[src/rtl/shadow_pkg.sv]
package shadow_pkg;

    localparam int SYS_AW         = 20;
    localparam int CTRL_W         = 8;
    localparam int CHUNK_SHIFT    = 14;
    localparam int SEG_SHIFT      = 16;
    localparam int NUM_LOW        = 8;
    localparam int NUM_TOP        = 2;
    localparam int NUM_REGIONS    = NUM_LOW + NUM_TOP;
    localparam int REGION_W       = $clog2(NUM_REGIONS);
    localparam int CHUNKS_PER_REG = CTRL_W / 2;
    localparam int TOP_W          = 2 * NUM_TOP;

    localparam logic [SYS_AW-1:0] WIN_BASE = 20'hC0000;
    localparam logic [SYS_AW-1:0] LOW_SPAN = SYS_AW'(NUM_LOW) << CHUNK_SHIFT;

    typedef struct packed {
        logic [TOP_W-1:0]  top;
        logic [CTRL_W-1:0] high;
        logic [CTRL_W-1:0] low;
    } shadow_cfg_t;

    typedef enum logic [1:0] {
        ROUTE_NONE = 2'd0,
        ROUTE_DRAM = 2'd1,
        ROUTE_BUS  = 2'd2
    } route_e;

    function automatic logic addr_in_window(input logic [SYS_AW-1:0] a);
        return a >= WIN_BASE;
    endfunction

    function automatic logic [REGION_W-1:0] region_of(input logic [SYS_AW-1:0] a);
        logic [SYS_AW-1:0] off;
        off = a - WIN_BASE;
        if (off < LOW_SPAN)
            return REGION_W'(off >> CHUNK_SHIFT);
        else
            return REGION_W'(NUM_LOW) + REGION_W'((off - LOW_SPAN) >> SEG_SHIFT);
    endfunction

endpackage

[src/rtl/shadow_cfg_regs.sv]
module shadow_cfg_regs
    import shadow_pkg::*;
#(
    parameter int                 IO_AW     = 16,
    parameter logic [IO_AW-1:0]   IDX_PORT  = 16'h0022,
    parameter logic [IO_AW-1:0]   DATA_PORT = 16'h0024,
    parameter logic [CTRL_W-1:0]  IDX_LOW   = 8'h04,
    parameter logic [CTRL_W-1:0]  IDX_TOP   = 8'h06
) (
    input  logic              clk,
    input  logic              rst,
    input  logic              io_wr,
    input  logic [IO_AW-1:0]  io_addr,
    input  logic [CTRL_W-1:0] io_wdata,
    output shadow_cfg_t       cfg
);

    localparam logic [CTRL_W-1:0] IDX_HIGH = IDX_LOW | CTRL_W'(1);

    logic [CTRL_W-1:0] idx_q;
    shadow_cfg_t       cfg_q;
    logic              idx_wr;
    logic              data_wr;

    assign idx_wr  = io_wr && (io_addr == IDX_PORT);
    assign data_wr = io_wr && (io_addr == DATA_PORT);

    always_ff @(posedge clk) begin
        if (rst) begin
            idx_q <= '0;
        end else if (idx_wr) begin
            idx_q <= io_wdata;
        end
    end

    always_ff @(posedge clk) begin
        if (rst) begin
            cfg_q <= '0;
        end else if (data_wr) begin
            if (idx_q == IDX_LOW)
                cfg_q.low <= io_wdata;
            if (idx_q == IDX_HIGH)
                cfg_q.high <= io_wdata;
            if (idx_q == IDX_TOP)
                cfg_q.top <= io_wdata[TOP_W-1:0];
        end
    end

    assign cfg = cfg_q;

    AST_FOREIGN_PORT_IGNORED: assert property (@(posedge clk) disable iff (rst)
        (io_wr && io_addr != IDX_PORT && io_addr != DATA_PORT) |=> $stable(cfg_q));

    AST_UNMAPPED_INDEX_IGNORED: assert property (@(posedge clk) disable iff (rst)
        (data_wr && idx_q != IDX_LOW && idx_q != IDX_HIGH && idx_q != IDX_TOP)
        |=> $stable(cfg_q));

endmodule

[src/rtl/shadow_region_lookup.sv]
module shadow_region_lookup
    import shadow_pkg::*;
(
    input  shadow_cfg_t       cfg,
    input  logic [SYS_AW-1:0] addr,
    input  logic              is_write,
    output logic              in_window,
    output logic              dram_enable
);

    logic [NUM_REGIONS-1:0] rd_en;
    logic [NUM_REGIONS-1:0] wr_en;
    logic [REGION_W-1:0]    region;

    for (genvar i = 0; i < NUM_LOW; i++) begin : g_low_chunk
        localparam int HALF = i / CHUNKS_PER_REG;
        localparam int SUB  = i % CHUNKS_PER_REG;
        if (HALF == 0) begin : g_first
            assign rd_en[i] = cfg.low[2*SUB];
            assign wr_en[i] = cfg.low[2*SUB+1];
        end else begin : g_second
            assign rd_en[i] = cfg.high[2*SUB];
            assign wr_en[i] = cfg.high[2*SUB+1];
        end
    end

    for (genvar j = 0; j < NUM_TOP; j++) begin : g_top_seg
        assign rd_en[NUM_LOW+j] = cfg.top[2*j];
        assign wr_en[NUM_LOW+j] = cfg.top[2*j+1];
    end

    always_comb begin
        in_window   = addr_in_window(addr);
        region      = region_of(addr);
        dram_enable = 1'b0;
        if (in_window)
            dram_enable = is_write ? wr_en[region] : rd_en[region];
    end

endmodule

[src/rtl/shadow_route_out.sv]
module shadow_route_out
    import shadow_pkg::*;
(
    input  logic clk,
    input  logic rst,
    input  logic acc_valid,
    input  logic in_window,
    input  logic dram_enable,
    input  logic from_cpu,
    input  logic cpu_only,
    output logic dram_sel,
    output logic bus_fwd
);

    route_e route_q;
    route_e route_d;

    always_comb begin
        if (!acc_valid || !in_window)
            route_d = ROUTE_NONE;
        else if (cpu_only && !from_cpu)
            route_d = ROUTE_BUS;
        else if (dram_enable)
            route_d = ROUTE_DRAM;
        else
            route_d = ROUTE_BUS;
    end

    always_ff @(posedge clk) begin
        if (rst)
            route_q <= ROUTE_NONE;
        else
            route_q <= route_d;
    end

    assign dram_sel = (route_q == ROUTE_DRAM);
    assign bus_fwd  = (route_q == ROUTE_BUS);

    AST_ROUTE_EXCLUSIVE: assert property (@(posedge clk) disable iff (rst)
        $onehot0({dram_sel, bus_fwd}));

    AST_WINDOW_ROUTED: assert property (@(posedge clk) disable iff (rst)
        (acc_valid && in_window) |=> (dram_sel || bus_fwd));

    AST_OUTSIDE_SILENT: assert property (@(posedge clk) disable iff (rst)
        (acc_valid && !in_window) |=> (!dram_sel && !bus_fwd));

    AST_MASTER_FILTER: assert property (@(posedge clk) disable iff (rst)
        (acc_valid && in_window && cpu_only && !from_cpu) |=> bus_fwd);

    AST_IDLE_SILENT: assert property (@(posedge clk) disable iff (rst)
        !acc_valid |=> (!dram_sel && !bus_fwd));

endmodule

[src/rtl/shadow_region_decoder.sv]
module shadow_region_decoder
    import shadow_pkg::*;
#(
    parameter int                IO_AW     = 16,
    parameter logic [IO_AW-1:0]  IDX_PORT  = 16'h0022,
    parameter logic [IO_AW-1:0]  DATA_PORT = 16'h0024,
    parameter logic [CTRL_W-1:0] IDX_LOW   = 8'h04,
    parameter logic [CTRL_W-1:0] IDX_TOP   = 8'h06
) (
    input  logic              clk,
    input  logic              rst,
    input  logic              io_wr,
    input  logic [IO_AW-1:0]  io_addr,
    input  logic [CTRL_W-1:0] io_wdata,
    input  logic              acc_valid,
    input  logic [SYS_AW-1:0] acc_addr,
    input  logic              acc_write,
    input  logic              acc_from_cpu,
    input  logic              cpu_only_mode,
    output logic              dram_sel,
    output logic              bus_fwd
);

    shadow_cfg_t cfg;
    logic        in_window;
    logic        dram_enable;

    shadow_cfg_regs #(
        .IO_AW     (IO_AW),
        .IDX_PORT  (IDX_PORT),
        .DATA_PORT (DATA_PORT),
        .IDX_LOW   (IDX_LOW),
        .IDX_TOP   (IDX_TOP)
    ) u_regs (
        .clk      (clk),
        .rst      (rst),
        .io_wr    (io_wr),
        .io_addr  (io_addr),
        .io_wdata (io_wdata),
        .cfg      (cfg)
    );

    shadow_region_lookup u_lookup (
        .cfg         (cfg),
        .addr        (acc_addr),
        .is_write    (acc_write),
        .in_window   (in_window),
        .dram_enable (dram_enable)
    );

    shadow_route_out u_route (
        .clk         (clk),
        .rst         (rst),
        .acc_valid   (acc_valid),
        .in_window   (in_window),
        .dram_enable (dram_enable),
        .from_cpu    (acc_from_cpu),
        .cpu_only    (cpu_only_mode),
        .dram_sel    (dram_sel),
        .bus_fwd     (bus_fwd)
    );

endmodule

[config.mk]
export PLATFORM = sky130hd
export DESIGN_NAME = shadow_region_decoder
export DESIGN_NICKNAME = d
export VERILOG_FILES = /design/src/rtl/shadow_pkg.sv /design/src/rtl/shadow_cfg_regs.sv /design/src/rtl/shadow_region_lookup.sv /design/src/rtl/shadow_route_out.sv /design/src/rtl/shadow_region_decoder.sv
export SDC_FILE = /design/constraint.sdc
export NUM_CORES = 1
export LEC_CHECK = 0
export ABC_CLOCK_PERIOD_IN_PS = 2900
export CAP_MARGIN = 20
export CELL_PAD_IN_SITES_DETAIL_PLACEMENT = 1
export CELL_PAD_IN_SITES_GLOBAL_PLACEMENT = 1
export CORE_ASPECT_RATIO = 1.25
export CORE_MARGIN = 10
export CORE_UTILIZATION = 35
export CTS_CLUSTER_DIAMETER = 150
export DETAILED_ROUTE_END_ITERATION = 8
export PLACE_DENSITY_LB_ADDON = 0.3
export RECOVER_POWER = 100
export SYNTH_ARGS = -nofsm -noshare
export SYNTH_HDL_FRONTEND = slang
export SYNTH_HIERARCHICAL = 1
export SYNTH_SLANG_ARGS = --single-unit
[constraint.sdc]
create_clock -name clk -period 2.9 [get_ports clk]
set_input_delay 0.58 -clock clk [delete_from_list [all_inputs] [get_ports clk]]
set_output_delay 0.58 -clock clk [all_outputs]
set_load 0.02 [all_outputs]
Word level (Yosys, flattened, before mapping). Index checks and enable logic that the tools add are counted.

Register bits: 30. Logic and storage cells: 40.

Add/subtract/negate cells: 3. Magnitude comparators: 3. Equality and inequality tests: 7. Muxes and demuxes: 9. Reduce and logical (&&, ||, !) cells: 12.

Operator list (count): $eq 16x6->1 const B (2); $eq 8x3->1 const B (3); $ge 20x20->1 const B (1); $lt 20x18->1 const B (1); $sub 20x18->20 const B (1); $sub 20x20->20 const B (1); $bmux 1 s4 (2); $reduce_and 2->1 (3); $lt 4x5->1 const B (1); $add 4x4->4 const A (1); $mux 1 (4); $mux 2 (2); $mux 4 (1); $logic_and 1x1->1 (3); $logic_not 1->1 (3); $reduce_or 3->1 (1); $eq 2x1->1 const B (1); $eq 2x2->1 const B (1); $reduce_or 2->1 (1); $logic_or 1x1->1 (1).

Depth between registers and ports, before layout.
Depth after elaboration: 10. Gate-level depth with buffers: 10. Gate-level depth less buffers: 10.

Modules after synthesis. Netlist, hierarchy kept.

By module, submodules not included: shadow_cfg_regs (instances 1, cells each 112, area an instance 1217.4 um^2, sequential area each 560.5 um^2); shadow_region_lookup (instances 1, cells each 47, area an instance 421.7 um^2, sequential area each 0.0 um^2); shadow_route_out (instances 1, cells each 9, area an instance 100.1 um^2, sequential area each 40.0 um^2).

Worst setup path before layout. OpenSTA, ideal clock, no wires.

Path type: input to register. From: in acc_addr[18]. To: reg u_route.route_q[0]. Setup time: 0.115 ns. Arrival: 2.457 ns. Required time: 2.785 ns. Path slack: 0.328 ns. Stages on the path: 9. Buffers on the path: 0. Cell sequence: ha_1 -> a21boi_2 -> mux2i_4 -> mux4_2 -> a21oi_1 -> o21a_1 -> o31ai_2 -> inv_1 -> nor3b_2.

Word-level cells in the longest chain between the ends: 9. Elaborated cells on any way between the ends: 16. Those cells by class: 3 x add/sub; 2 x order compare; 8 x mux; 3 x reduce/logical.

RTL lines: start, declared (RTL line shadow_region_decoder.sv:16) `input logic [SYS_AW-1:0] acc_addr,`; $sub 20x20->20 (RTL line shadow_pkg.sv:35) `off = a - WIN_BASE;`; $sub 20x18->20 (RTL line shadow_pkg.sv:39) `return REGION_W'(NUM_LOW) + REGION_W'((off - LOW_SPAN) >> SEG_SHIFT);`; $add 4x4->4 (RTL line shadow_pkg.sv:39); $mux 4 (RTL line shadow_pkg.sv:36) `if (off < LOW_SPAN)`; $bmux 1 s4 (RTL line shadow_region_lookup.sv:37) `dram_enable = is_write ? wr_en[region] : rd_en[region];`; $mux 1 (not written as such) (RTL line shadow_region_lookup.sv:37); $mux 1 (RTL line shadow_region_lookup.sv:37); $mux 1 (*) (RTL line shadow_region_lookup.sv:36) `if (in_window)`; via dram_enable (RTL line shadow_region_decoder.sv:26) `logic dram_enable;`; $mux 2 (*) (RTL line shadow_route_out.sv:23) `else if (dram_enable)`; end signal, assigned (RTL line shadow_route_out.sv:33) `route_q <= route_d;`; end, declared (RTL line shadow_route_out.sv:15) `route_e route_q;`.

The timed path passes the listed nets; every way through them passes the cells marked *. The select of a mux whose other input is x is not followed. A chain may end at the register's enable or synchronous reset.

Final worst setup path.
From: in acc_addr[19]. To: reg u_route.route_q[0].

The elaborated chain is that of the path after synthesis.

==> metrics list <==
* Post-synthesis cell type with the largest combined area: dfxtp_1
* Area share of xor/xnor cells in the synthesized design: 0.5036%
* Remaining global-route overflow: 0
- Area occupied by registers: 600.6 um2
- The post-route netlist has 13.36% of its cells at a drive strength greater than 1.
- After filler insertion, the fill cell instance count of the layout stands at 559.
* Relative area change from synthesis to final layout: 42.95%
* Simple-gate portion of the synthesized area: 26.19%
- Pre-CTS WS: -0.1568 ns
- Hold violation count in the final report: 0
- Antenna diode count: 0
- The die covers 0.008206 mm2.
- After detailed routing, the average wire length per cell comes to 18.36 um.
* Num rows: 28
* Net total in the final layout: 287
* Post-synth EDFFs: 0
- Wire length on met1: 2080 um
- The cell sitting at the root of the clock tree is a clkbuf_8.
- Entering global routing, the biggest net connects 38 pins.
- Slowest cell on the critical path: mux4_2
* Count of boundary I/O pins: 53
* Maximum fanout count along the critical path: 3
- Setup slack on the critical path of the routed design comes to 0.1688 ns.
* H-tree Lvls: 2
* Placed Instance Area: 0.002399 mm2
* Detail Placement HPWL: 4376 um
* Clk buf depth: 2
* WP buf/inv: 2
* Count of buffers from port buffering: 52
- Vias in the first global route: 1678
* Via total after detailed routing: 1506
- Most used DFF post-synth: dfxtp_1
- Sequential-to-total area share from yosys stat: 34.53%
- The worst-case IR drop observed on VDD is 0.2830 mV.
- Combinational family with the most area after synthesis: multiplexers
- Setup violations remaining at the end of the flow were counted as 0.
* Clk_lat worst skew: 0.28 ns
* CTS hold repair buffers: 0
- The core region is 0.004765 mm2.
- Final clock skew: 0.002393 ns
* Max-cap violation count: 0
- Summed over all cells, the static leakage comes to 1.053 nW.
- Synthesized netlist cell count: 168
* Class of the most critical setup path: in -> reg
- Met2 wire length: 2976 um
- The first global-routing pass estimated 8480 um of wire.
- The synthesized netlist devotes 2.158% of its cell area to adder and majority cells.
* Die Width: 83.05 um
* Library cell with the highest instance count after synthesis: nand2b_1
- In this run the vertical extent of the chip is 98.81 um.
- Cells along the critical path: clkdlybuf4s50_1 > ha_1 > a21boi_4 > mux2i_4 > mux4_2 > a21oi_1 > o21a_1 > o31ai_2 > inv_1 > nor3b_2
* RSZ-0062 raised after global routing: false
* Buffer count from post-CTS setup fixing: 0
- DR vias/cell: 5.158
- After clock tree synthesis, the clock-pin slew on the worst setup and hold paths is 0.06 ns.
* Top cells by count, synth: 38 x nand2b_1, 35 x mux2i_1, 30 x dfxtp_1
- Global routing consumed, over all layers together, 12.65% of the routing resources.
- Critical path startpoint category: primary input
* Max_slew headroom: 59.78%
- In this design, the stage delay of the slowest critical-path cell is 0.54 ns.
- The run finished with clean final reports.
* Total nets after synthesis: 222
* Post-route clock period utilization: 94.18%
- Among cell families on the critical path, the largest total delay comes from multiplexers.
- For the pin with the worst max-slew slack, the measured transition is 0.6033 ns.
* Cell area after technology mapping: 0.001739 mm2
- TritonRoute pass-1 iters: 4
- Hold crit path type: reg -> reg
* CTS sink cnt: 30
- The synthesized netlist contains 41 unique library cells.
- Buffers inserted during clock tree synthesis total 5.
- For this run, the number of Yosys warnings is 6.
* Max-slew violations: 0
- Wire segments on met3 add up to 247 um in the final route.
- For the worst setup path, the data arrival time is 2.91 ns.
- Summed over its instances, the top area cell type makes up 34.53% of the synthesized netlist area.
* Power density normalized to cell area: 365.5 mW/mm2
- For flop-to-flop paths, the worst setup slack is 0.96 ns.
- The first routing iteration left 32 violations.
- Area used by multi-input combinational logic: 0.001091 mm2
- Async set-or-reset flop fraction in the synthesized netlist: 0%
- Gates resized during post-CTS repair numbered 0.
- Static timing analysis puts the maximum clock frequency at 366.1 MHz.
* Clock tree from TritonCTS: done
- Max layer used: met4
- Summing the areas of all compound-gate instances in the mapped netlist gives 5.971% of the synthesized area.
* Average cell area after synthesis: 10.35 um2
- Number of cells in the design after placement: 286
- For this run, the number of standard cells in the final layout without fillers is 292.
* DRC violation count after routing: 0
* Post-synthesis register bit count: 30
- Final Instance Area: 0.002486 mm2
- Minimum clock period: 2.731 ns
* Placer's final routability congestion estimate: 0.9123
- Initial standard-cell utilization of the core: 36.50%
- The number of antenna violations at the first check in global routing came to 0.
- Detailed-route wire length: 5360 um
* Antenna violation net count after detailed routing: 0
* Endpoint class of the critical path: register
- Sorting the synthesized cells by area gives the leading types as dfxtp_1 35%, mux2i_1 20%, nand2b_1 14%.
- Endpoint required time on the critical path: 3.08 ns
- Share of synthesized area spent on multiplexers: 27.05%
[cell type report]
cell class | instances | area share (%)
multi-input combinational | 125 | 43.89
timing repair buffer | 65 | 24.71
sequential | 30 | 24.16
clock buffer | 6 | 3.322
tap | 60 | 3.020
inverter | 6 | 0.9059
[metal layers]
metal,GRT usage [%],up-vias
li1,-,729
met1,12.73,730
met2,24.35,40
met3,3.789,7
met4,3.543,0
met5,0,-
[where the power goes]
group	total (mW)	internal (mW)	switching [mW]	leakage, nW
combinational	0.168	0.105	0.0631	0.769
clock	0.327	0.182	0.145	0.0431
sequential	0.413	0.413	0.000149	0.242
total	0.909	0.700	0.208	1.05
[placed cells by master (no fill, tap or decap), types with 3 or more instances in the layout]
cell type,instances
dlygate4sd3_1,3
dfxtp_1,30
nor4_1,4
inv_1,6
nand2_1,4
nor4b_1,3
clkbuf_8,6
nand2b_1,38
ha_1,3
clkdlybuf4s50_1,49
mux2i_1,35
buf_4,12
[logic make-up (layout without fill, tap and decap cells)]
logic type                 after synthesis  in the layout
xor gates and xnor gates                 1              1
buffers and inverters                   13             77
adders and majority gates                3              3
DFF                                     30             30
AOI/OAI and AO/OA                       14             14
muxes                                   41             41
and+or+nand+nor                         66             66
[through the flow]
step                hold slack (ns)  util, %  setup TNS, ns  power [mW]
global placement             0.4561    50.34       -0.02109      0.5787
CTS                          0.4835    52.07              0      0.9173
detailed placement           0.4700    50.34        -0.3105      0.5874
global route                 0.5071    52.18              0      0.9466
floorplan                    0.4439        -              0      0.4804
finish                       0.4804    52.18              0      0.9086
[worst register-to-register path, stage by stage, from the launching register on]
cell and delay, ns:
dfxtp_1 0.32, nor4b_1 0.32, nand2_1 0.13, nor4b_1 0.30, clkbuf_1 0.51, mux2i_1 0.27
[sequential cells by signal (all words and copies together), names as in the netlist]
register and flops:
u_regs/cfg 20, u_regs/idx_q 8, u_route/route_q 2
[path summary, 6_finish.rpt]
check | start | endpoint | depth (start not counted)
worst max-delay path | acc_addr[19] | u_route/route_q[0] | 10
worst min-delay path | u_regs/cfg[6] | u_regs/cfg[6] | 2
worst max register to register | u_regs/idx_q[7] | u_regs/cfg[14] | 5
worst min register to register | u_regs/cfg[6] | u_regs/cfg[6] | 2
No activity file was read; power rests on OpenSTA's default activity.
